## src/rtl/pcm_dma_pkg.sv

```systemverilog
package pcm_dma_pkg;

  typedef enum logic [2:0] {
    S_IDLE,
    S_FETCH_A,
    S_FETCH_B,
    S_MEM_RD,
    S_CODEC_TX,
    S_CODEC_RX,
    S_MEM_WR
  } dma_state_t;

  typedef enum logic [1:0] {
    PRD_DATA,
    PRD_JUMP,
    PRD_BAD
  } prd_kind_t;

  localparam int FLAG_EOT = 31;
  localparam int FLAG_EOP = 30;
  localparam int FLAG_JMP = 29;

  localparam logic [1:0] RUN_OFF   = 2'b00;
  localparam logic [1:0] RUN_GO    = 2'b01;
  localparam logic [1:0] RUN_PAUSE = 2'b11;

  // Descriptor pointer advance: two 32-bit words per entry.
  function automatic logic [31:0] next_desc(input logic [31:0] ptr);
    return ptr + 32'd8;
  endfunction

  // Buffer pointer advance: one 32-bit sample word.
  function automatic logic [31:0] next_word(input logic [31:0] ptr);
    return ptr + 32'd4;
  endfunction

  // Channel keeps its place in the table (run or pause).
  function automatic logic holds_place(input logic [1:0] ctrl);
    return ctrl[0];
  endfunction

endpackage

```

## src/rtl/prd_classify.sv

```systemverilog
module prd_classify
  import pcm_dma_pkg::*;
#(
  parameter int CNT_W  = 17,
  localparam int WORD_W = CNT_W - 2
) (
  input  logic [2:0]        flags_i,  // {eot, eop, jmp}
  input  logic [WORD_W-1:0] words_i,
  output prd_kind_t         kind_o,
  output logic              eot_o,
  output logic              eop_o
);

  always_comb begin
    eot_o = flags_i[2];
    eop_o = flags_i[1];
    if (flags_i[0])
      kind_o = PRD_JUMP;
    else if (words_i == '0)
      kind_o = PRD_BAD;
    else
      kind_o = PRD_DATA;
  end

endmodule

```

## src/rtl/byte_lane_swap.sv

```systemverilog
module byte_lane_swap #(
  parameter int W     = 32,
  parameter int LANE  = 8,
  parameter int GROUP = 16,
  localparam int NGRP = W / GROUP,
  localparam int LPG  = GROUP / LANE
) (
  input  logic         en,
  input  logic [W-1:0] din,
  output logic [W-1:0] dout
);

  for (genvar g = 0; g < NGRP; g++) begin : g_grp
    for (genvar b = 0; b < LPG; b++) begin : g_lane
      assign dout[g*GROUP + b*LANE +: LANE] =
        en ? din[g*GROUP + (LPG-1-b)*LANE +: LANE]
           : din[g*GROUP + b*LANE +: LANE];
    end
  end

endmodule

```

## src/rtl/dma_status.sv

```systemverilog
module dma_status #(
  parameter int CHAN_ID = 0,
  parameter int IRQ_W   = 16,
  localparam int IRQ_BIT = CHAN_ID + 2
) (
  input  logic             clk,
  input  logic             rst_n,
  input  logic             set_eop,
  input  logic             set_err,
  input  logic             rd_clr,
  output logic [1:0]       status_q,
  output logic             irq,
  output logic [IRQ_W-1:0] irq_word
);

  always_ff @(posedge clk or negedge rst_n) begin
    if (!rst_n)
      status_q <= 2'b00;
    else
      status_q <= (status_q & {2{~rd_clr}}) | {set_err, set_eop};
  end

  assign irq = |status_q;

  for (genvar i = 0; i < IRQ_W; i++) begin : g_word
    if (i == IRQ_BIT) begin : g_hit
      assign irq_word[i] = irq;
    end else begin : g_zero
      assign irq_word[i] = 1'b0;
    end
  end

endmodule

```

## src/rtl/pcm_ring_dma.sv

```systemverilog
module pcm_ring_dma
  import pcm_dma_pkg::*;
#(
  parameter int CHAN_ID = 0,
  parameter int CNT_W   = 17,
  parameter int IRQ_W   = 16,
  localparam int WORD_W = CNT_W - 2
) (
  input  logic             clk,
  input  logic             rst_n,
  input  logic             cmd_we,
  input  logic [3:0]       cmd_wdata,
  input  logic             base_we,
  input  logic [31:0]      base_wdata,
  input  logic             stat_rd,
  output logic [3:0]       cmd_q,
  output logic [31:0]      table_base,
  output logic [31:0]      cur_addr,
  output logic [1:0]       status,
  output logic             irq,
  output logic [IRQ_W-1:0] irq_word,
  output logic             mem_req,
  output logic             mem_we,
  output logic [31:0]      mem_addr,
  output logic [31:0]      mem_wdata,
  input  logic             mem_ack,
  input  logic [31:0]      mem_rdata,
  output logic             tx_valid,
  output logic [31:0]      tx_data,
  input  logic             tx_ready,
  input  logic             rx_valid,
  input  logic [31:0]      rx_data,
  output logic             rx_ready
);

  dma_state_t         state_q;
  logic [1:0]         ctrl_q;
  logic               swap_q, rec_q;
  logic [31:0]        base_q, fetch_q, w0_q, addr_q, data_q;
  logic [WORD_W-1:0]  left_q;
  logic               eot_q, eop_q, held_q;

  logic               go, keep, req_state, last_word;
  prd_kind_t          kind;
  logic               dec_eot, dec_eop;
  logic [31:0]        swap_in, swap_out;

  // named internal events
  logic ev_desc_ok, ev_jump, ev_err, ev_load, ev_word, ev_desc_end, ev_eop, ev_eot;

  assign go   = (ctrl_q == RUN_GO);
  assign keep = holds_place(ctrl_q);

  prd_classify #(.CNT_W(CNT_W)) u_cls (
    .flags_i ({mem_rdata[FLAG_EOT], mem_rdata[FLAG_EOP], mem_rdata[FLAG_JMP]}),
    .words_i (mem_rdata[CNT_W-1:2]),
    .kind_o  (kind),
    .eot_o   (dec_eot),
    .eop_o   (dec_eop)
  );

  assign swap_in = (state_q == S_CODEC_RX) ? rx_data : mem_rdata;

  byte_lane_swap #(.W(32), .LANE(8), .GROUP(16)) u_swap (
    .en   (swap_q),
    .din  (swap_in),
    .dout (swap_out)
  );

  assign req_state = (state_q == S_FETCH_A) || (state_q == S_FETCH_B) ||
                     (state_q == S_MEM_RD)  || (state_q == S_MEM_WR);
  assign mem_req   = req_state && (go || held_q);
  assign mem_we    = (state_q == S_MEM_WR);
  assign mem_wdata = data_q;
  always_comb begin
    unique case (state_q)
      S_FETCH_A: mem_addr = fetch_q;
      S_FETCH_B: mem_addr = next_word(fetch_q);
      default:   mem_addr = addr_q;
    endcase
  end

  assign tx_valid = (state_q == S_CODEC_TX);
  assign tx_data  = data_q;
  assign rx_ready = (state_q == S_CODEC_RX) && go;

  assign last_word   = (left_q == WORD_W'(1));
  assign ev_desc_ok  = (state_q == S_FETCH_B) && mem_ack && keep;
  assign ev_jump     = ev_desc_ok && (kind == PRD_JUMP);
  assign ev_err      = ev_desc_ok && (kind == PRD_BAD);
  assign ev_load     = ev_desc_ok && (kind == PRD_DATA);
  assign ev_word     = keep && (((state_q == S_CODEC_TX) && tx_ready) ||
                                ((state_q == S_MEM_WR) && mem_ack));
  assign ev_desc_end = ev_word && last_word;
  assign ev_eop      = ev_desc_end && eop_q;
  assign ev_eot      = ev_desc_end && eot_q;

  // command and table registers
  always_ff @(posedge clk or negedge rst_n) begin
    if (!rst_n) begin
      ctrl_q <= RUN_OFF;
      swap_q <= 1'b0;
      rec_q  <= 1'b0;
      base_q <= '0;
    end else begin
      if (cmd_we) begin
        ctrl_q <= cmd_wdata[1:0];
        swap_q <= cmd_wdata[2];
        rec_q  <= cmd_wdata[3];
      end else if (ev_eot || ev_err) begin
        ctrl_q <= RUN_OFF;
      end
      if (base_we) base_q <= base_wdata;
    end
  end

  // sequencer
  always_ff @(posedge clk or negedge rst_n) begin
    if (!rst_n) begin
      state_q <= S_IDLE;
      fetch_q <= '0;
      w0_q    <= '0;
      addr_q  <= '0;
      data_q  <= '0;
      left_q  <= '0;
      eot_q   <= 1'b0;
      eop_q   <= 1'b0;
      held_q  <= 1'b0;
    end else begin
      held_q <= mem_req && !mem_ack && keep;
      if (!keep) begin
        state_q <= S_IDLE;
      end else begin
        unique case (state_q)
          S_IDLE: if (go) begin
            fetch_q <= base_q;
            state_q <= S_FETCH_A;
          end
          S_FETCH_A: if (mem_ack) begin
            w0_q    <= mem_rdata;
            state_q <= S_FETCH_B;
          end
          S_FETCH_B: if (mem_ack) begin
            unique case (kind)
              PRD_JUMP: begin
                fetch_q <= w0_q;
                state_q <= S_FETCH_A;
              end
              PRD_BAD: state_q <= S_IDLE;
              default: begin
                addr_q  <= w0_q;
                left_q  <= mem_rdata[CNT_W-1:2];
                eot_q   <= dec_eot;
                eop_q   <= dec_eop;
                fetch_q <= next_desc(fetch_q);
                state_q <= rec_q ? S_CODEC_RX : S_MEM_RD;
              end
            endcase
          end
          S_MEM_RD: if (mem_ack) begin
            data_q  <= swap_out;
            state_q <= S_CODEC_TX;
          end
          S_CODEC_RX: if (rx_valid && rx_ready) begin
            data_q  <= swap_out;
            state_q <= S_MEM_WR;
          end
          S_CODEC_TX, S_MEM_WR: if (ev_word) begin
            addr_q <= next_word(addr_q);
            left_q <= left_q - WORD_W'(1);
            if (last_word)
              state_q <= eot_q ? S_IDLE : S_FETCH_A;
            else
              state_q <= (state_q == S_MEM_WR) ? S_CODEC_RX : S_MEM_RD;
          end
          default: state_q <= S_IDLE;
        endcase
      end
    end
  end

  dma_status #(.CHAN_ID(CHAN_ID), .IRQ_W(IRQ_W)) u_stat (
    .clk      (clk),
    .rst_n    (rst_n),
    .set_eop  (ev_eop),
    .set_err  (ev_err),
    .rd_clr   (stat_rd),
    .status_q (status),
    .irq      (irq),
    .irq_word (irq_word)
  );

  assign cmd_q      = {rec_q, swap_q, ctrl_q};
  assign table_base = base_q;
  assign cur_addr   = addr_q;

endmodule

```

## config.mk

```make
export PLATFORM = sky130hd
export DESIGN_NAME = pcm_ring_dma
export DESIGN_NICKNAME = d
export VERILOG_FILES = /design/src/rtl/pcm_dma_pkg.sv /design/src/rtl/prd_classify.sv /design/src/rtl/byte_lane_swap.sv /design/src/rtl/dma_status.sv /design/src/rtl/pcm_ring_dma.sv
export SDC_FILE = /design/constraint.sdc
export NUM_CORES = 1
export LEC_CHECK = 0
export ABC_CLOCK_PERIOD_IN_PS = 5150
export CAP_MARGIN = 20
export CORE_MARGIN = 4
export CORE_UTILIZATION = 45
export CTS_BUF_LIST = sky130_fd_sc_hd__clkbuf_16
export DETAILED_ROUTE_END_ITERATION = 6
export DONT_BUFFER_PORTS = 1
export SLEW_MARGIN = 10
export SYNTH_ARGS = -nofsm -noshare
export SYNTH_HDL_FRONTEND = slang
export SYNTH_SLANG_ARGS = --single-unit
```

## constraint.sdc

```tcl
create_clock -name clk -period 5.15 [get_ports clk]
set_input_delay 0.2575 -clock clk [delete_from_list [all_inputs] [get_ports clk]]
set_output_delay 0.2575 -clock clk [all_outputs]
set_load 0.02 [all_outputs]
```

; ---- Yosys cells after proc, flatten, opt, wreduce, memory -nomap -nowiden
; Cells that the tools add are included.
[word_totals]
register_bits = 187
latchBits = 0
ram_bits = 0
rom_bits = 0
input_bits = 108
out_inout_bits = 187
elab_cells = 119
mem_count = 0
[classes]
addsub = 4
multipliers = 0
div_mod_pow = 0
order_cmp = 0
n_eq_ne = 23
shift = 0
muxes = 38
bitwise = 4
n_reduce_logical = 36
[ops]
columns = operator, count
row1 = one-hot mux 32 bit (2 select lines), 5
row2 = 2-to-1 mux 32 bit, 8
row3 = "adder 32 x 3 -> 32 bit, second input constant", 2
row4 = 2-to-1 mux 15 bit, 3
row5 = "adder 32 x 4 -> 32 bit, second input constant", 1
row6 = 2-to-1 mux 8 bit, 4
row7 = 2-to-1 mux 3 bit, 10
row8 = one-hot mux 15 bit (2 select lines), 1
row9 = one-hot mux 3 bit (6 select lines), 1
row10 = "equality test 15 x 1 -> 1 bit, second input constant", 1
row11 = logical NOT 15 bit, 1
row12 = "!= test 3 bit, second input constant", 5
row13 = "subtractor 15 x 1 -> 15 bit, second input constant", 1
row14 = logical AND 1 bit, 14
row15 = "!= test 2 bit, second input constant", 6
row16 = AND reduction 5 bit, 2
row17 = "equality test 3 bit, second input constant", 3
row18 = 2-to-1 mux 2 bit, 4
row19 = AND reduction 4 bit, 2
row20 = nonzero test 2 bit, 4
row21 = "equality test 3 x 2 -> 1 bit, second input constant", 2
row22 = logical OR 1 bit, 6
row23 = one-hot mux 3 bit (2 select lines), 1
row24 = AND reduction 6 bit, 1
row25 = 13 further kinds, 17

; ---- Depth between registers and ports, before layout
[depth]
word_depth = 9
ltp_mapped = 8

; ---- Cells and area by module
; Synthesis repeated with hierarchy kept, for this count alone.
[unflattened]
cells_unflattened = 1245
area_unflattened_um2 = 11836.4
[modules_own_cells]
columns = module, n_inst, cells_each, area_per_inst_um2, seq_area_each_um2
row1 = pcm_ring_dma, 1, 1178, 11036.8, 4629.4
row2 = byte_lane_swap, 1, 36, 544.3, 0.0
row3 = dma_status, 1, 23, 198.9, 50.0
row4 = prd_classify, 1, 8, 56.3, 0.0

; ---- Least setup slack after synthesis
; Ideal clock, no wire load.
[synth_timing]
path_type = flip-flop to output port
start = reg state_q[2]
end = out mem_addr[22]
arrival_ns = 2.349
required_time_ns = 4.893
path_slack_ns = 2.543
path_stages_with_launch = 7
n_path_buf = 3
path_cell_list = dfrtp_1 > clkbuf_1 > nor3b_1 > clkbuf_1 > clkbuf_1 > nand3_1 > o311ai_0
[synth_via]
elab_chain_cells = 2
[synth_rtl]
columns = item, line_no
row1 = "start, declared", pcm_ring_dma.sv:36  ; dma_state_t state_q;
row2 = "start signal, assigned", pcm_ring_dma.sv:156  ; state_q <= rec_q ? S_CODEC_RX : S_MEM_RD;
row3 = "start signal, assigned", pcm_ring_dma.sv:172  ; state_q <= eot_q ? S_IDLE : S_FETCH_A;
row4 = "start signal, assigned", pcm_ring_dma.sv:174  ; state_q <= (state_q == S_MEM_WR) ? S_CODEC_RX : S_MEM_RD;
row5 = equality test 3 x 2 -> 1 bit or equality test 3 x 1 -> 1 bit (tied branches), pcm_ring_dma.sv:76  ; unique case (state_q)
row6 = one-hot mux 32 bit (2 select lines) (*), pcm_ring_dma.sv:76
row7 = "end, declared", pcm_ring_dma.sv:24  ; output logic [31:0] mem_addr,
; Every way passes the cells marked *; elsewhere a longest branch is shown, timed or not.

; ---- Worst setup path in the final report
[layout_timing]
start = reg fetch_q[2]
end = out mem_addr[28]
[layout_via]
elab_chain_cells = 2
[layout_rtl]
columns = item, line_no
row1 = "start, declared", pcm_ring_dma.sv:39  ; logic [31:0] base_q, fetch_q, w0_q, addr_q, data_q;
row2 = "start signal, assigned", pcm_ring_dma.sv:136  ; fetch_q <= base_q;
row3 = "start signal, assigned", pcm_ring_dma.sv:146  ; fetch_q <= w0_q;
row4 = "start signal, assigned", pcm_ring_dma.sv:155  ; fetch_q <= next_desc(fetch_q);
row5 = adder 32 x 3 -> 32 bit, pcm_dma_pkg.sv:34  ; return ptr + 32'd4;
row6 = one-hot mux 32 bit (2 select lines), pcm_ring_dma.sv:76
; Every way passes these cells.

==> load_flow_metrics.sql <==
INSERT INTO impl_metrics (metric_group, metric, value, unit) VALUES
('status', 'status', 'finished with violations', ''),
('status', 'violations', 'design-rule violations', ''),
('timing', 'layout_worst_path_cycle_share', '71.8', '%'),
('logic_synthesis', 'syn-cell-area', '11600', 'sq um'),
('layout', 'final_cell_count_no_fill', '1615', ''),
('clock_tree', 'cts-hold-fix-buffers', '105', ''),
('layout', 'layout-drive-gt1-share', '13.6', '%'),
('logic_synthesis', 'fraction_of_post_synthesis_cell_area_in_the_top_cell_type_by_area', '40.3', '%'),
('place', 'placed_cells', '1478', ''),
('timing', 'layout_min_cycle_time', '3700', 'ps'),
('layout', 'mostFrequentLayoutCells', '186 x dfrtp_1, 115 x nand2_1, 104 x dlygate4sd3_1', ''),
('clock_tree', 'clock_latency_at_the_later_pin_of_the_worst_skew_pair', '450', 'ps'),
('grt', 'grt_antenna_before_repair', '0', ''),
('detailed_routing', 'route.detailed.vias_per_inst', '6.45', ''),
('layout', 'n_antenna_cell', '0', ''),
('layout', 'filler_cell_count', '2318', ''),
('die', 'initial_util', '45.9', '%'),
('detailed_routing', 'route.vias.total', '10400', ''),
('timing', 'setup-tns-final', '0', 'ps'),
('logic_synthesis', 'synth_area_per_cell', '9.19', 'sq um'),
('logic_synthesis', 'share_of_the_yosys_chip_area_belonging_to_registers', '40.3', '%'),
('critical_path', 'timing.setup.critical_path_class', 'register to output port', ''),
('timing', 'report.final.setup_viol', '0', ''),
('logic_synthesis', 'synthFlopType', 'dfrtp_1', ''),
('logic_synthesis', 'synth-seq-cells', '187', ''),
('clock_tree', 'clk_pin_slew_worst_paths', '80', 'ps'),
('detailed_routing', 'detailed_route_drc_error_count', '7', ''),
('clock_tree', 'cts_setup_buffers', '0', ''),
('die', 'die-width', '169', 'um'),
('power_and_ir_drop', 'power.density_cell_area', '490', 'nW/um^2'),
('timing', 'hold_viol', '0', ''),
('grt', 'first_pass_grt_wire_length', '59600', 'um'),
('timing', 'grt_setup_unrepaired', 'no', ''),
('logic_synthesis', 'netlist-cell-type-count', '74', ''),
('logic_synthesis', 'netlist_top_cells_area', 'dfrtp_1 40%, mux2_2 9.9%, mux2i_1 5.9%', ''),
('logic_synthesis', 'netlist_instances', '1264', ''),
('detailed_routing', 'detailedRoute.firstPassIterationCount', '7', ''),
('die', 'die_area', '28500', 'sq um'),
('grt', 'grt_pass1_vias', '9866', ''),
('critical_path', 'endpoint_kind', 'output port', ''),
('logic_synthesis', 'synthesis_warning_total', '0', ''),
('critical_path', 'worst_ep_arrival_time', '3440', 'ps'),
('grt', 'global_route.overflow_total', '0', ''),
('detailed_routing', 'wl_per_cell', '24.0', 'um'),
('clock_tree', 'clock_sink_count', '187', ''),
('logic_synthesis', 'synth_edf_count', '0', ''),
('detailed_routing', 'drt.antenna.violating_nets', '0', ''),
('place', 'gp_congestion', '0.939', ''),
('timing', 'fin_worst_skew', '12.4', 'ps'),
('grt', 'grt_max_degree', '188', ''),
('timing', 'finalMaxSlewViolations', '0', ''),
('hold_path', 'min_path_type', 'input port to register', ''),
('die', 'io-pin-count', '295', ''),
('timing', 'fmax', '0.270', 'GHz'),
('grt', 'grt.total_usage', '26.6', '%'),
('die', 'rows', '58', ''),
('detailed_routing', 'detail_route.iter0.violations', '1252', ''),
('clock_tree', 'numCtsBuffers', '17', ''),
('power_and_ir_drop', 'vdd_ir_drop_max', '220', 'uV'),
('place', 'buffer_ports.inserted', '0', ''),
('logic_synthesis', 'async_flop_share', '100', '%'),
('layout', 'layout_commonest_cell', 'dfrtp_1', ''),
('critical_path', 'worst_ep_required_time', '4890', 'ps'),
('detailed_routing', 'final_wirelength', '38700', 'um'),
('clock_tree', 'tritoncts_clock_tree', 'yes', ''),
('job', 'reported_max_cap_violation_count', '0', ''),
('clock_tree', 'clock_path_buffers', '2', ''),
('die', 'dieHeight', '169', 'um'),
('die', 'core_area', '25300', 'sq um'),
('logic_synthesis', 'synth_top_area_cell', 'dfrtp_1', ''),
('critical_path', 'worst-path-max-fanout', '19', ''),
('timing', 'max_slew_headroom', '23.0', '%'),
('timing', 'worst-slew-pin-transition', '1150', 'ps'),
('power_and_ir_drop', 'leakagePower', '5.59', 'nW'),
('clock_tree', 'clock_root_buffer', 'clkbuf_16', ''),
('layout', 'syn_to_final_growth', '13.0', '%'),
('critical_path', 'critPathLaunchType', 'register', ''),
('clock_tree', 'htree_levels', '4', ''),
('place', 'dpl.hpwl', '26900', 'um'),
('clock_tree', 'cts_resized', '0', ''),
('layout', 'design.final.nets', '1385', '');
## path summary, 6_finish.rpt
kind | start | to | slack [ps] | cells after the start
setup / recovery | fetch_q[2] | mem_addr[28] | 1450 | 7
setup reg to reg | state_q[1] | ctrl_q[0] | 1810 | 6
hold reg to reg | eop_q | u_stat.status_q[0] | 480 | 2
hold / removal | mem_rdata[5] | left_q[3] | 7 | 2
max in group asynchronous | rst_n | table_base[19] | 3760 | 2
min in group asynchronous | rst_n | left_q[6] | 400 | 2
## Yosys cell counts (5+ instances only)
library cell	number
xnor2_1	10
nor3_1	23
ha_1	5
o211ai_1	8
a2bb2oi_1	8
a21o_1	9
a21oi_1	79
nand2_1	115
o22ai_1	19
buf_2	10
mux2i_1	68
o21a_1	6
and4_1	10
a211oi_1	8
o22a_1	6
o21ai_0	87
nand4_1	18
a22oi_1	5
dfrtp_1	187
nand3_1	49
clkbuf_1	73
a31oi_1	36
buf_1	15
nor2_1	76
and3_1	18
nor4_1	23
nand2b_1	7
buf_4	51
o311ai_0	15
a41oi_1	6
or4_1	6
inv_1	19
mux2_2	102
a221o_1	8
## metal layers
metal,wire [um],vias up,track usage (%)
met5,0,-,0
met4,1340,0,9.32
met3,3370,89,7.01
met2,17900,560,41.8
met1,16100,5099,35.6
li1,-,4671,-
## worst max-delay path: stages, from the launching register on
cell	delay (ps)
dfrtp_1	320
buf_4	240
ha_1	230
nand3_1	240
nor3_1	820
nand3_1	400
or4_1	520
nand3_1	230
## final cells by class
| cell class | instances | area (sq um) | area share, % |
|---|---|---|---|
| Clock inverter | 15 | 151 | 1.15 |
| Sequential cell | 187 | 4680 | 35.6 |
| Tap cell | 330 | 413 | 3.14 |
| Multi-Input combinational cell | 921 | 6170 | 47.0 |
| Timing Repair Buffer | 125 | 1210 | 9.24 |
| Clock buffer | 17 | 425 | 3.24 |
| Inverter | 20 | 75.1 | 0.572 |
## stage by stage
stage	hold WS (ps)	instance area [sq um]	setup WS, ps	util (%)	power [mW]
finish	7.26	13100	1450	51.9	6.44
global route	19.5	13100	1330	51.9	6.80
CTS	0.230	13100	1600	51.9	6.42
detailed placement	-28.1	11500	2070	45.4	4.98
global placement	-27.7	11500	2080	45.4	4.95
floorplan	-38.1	11700	2540	-	4.39
## sequential cells by signal (all words and copies together), names as in the netlist, 2 cells and up
register	cells
table_base	32
fetch_q	32
ctrl_q	2
state_q	3
mem_wdata	32
u_stat.status_q	2
w0_q	32
left_q	15
cur_addr	32
## power by group
part / internal (mW) / switching, mW / total, mW
Combinational: 0.830 / 1.14 / 1.97
Clock: 0.646 / 0.681 / 1.33
Sequential: 1.95 / 1.19 / 3.15
Total: 3.43 / 3.01 / 6.44
## logic make-up (layout without fill, tap and decap cells)
group                      after synthesis  in the layout  synth area share [%]
buffers and inverters                  170            177                  7.26
and+or+nand+nor                        371            371                  15.9
muxes                                  170            170                  15.7
adders and majority gates                5              5                 0.538
xor gates and xnor gates                13             13                 0.980
other                                    1             15                0.0323
AOI/OAI and AO/OA                      347            347                  19.3
DFF                                    187            187                  40.3
(Power assumes the default switching activity.)
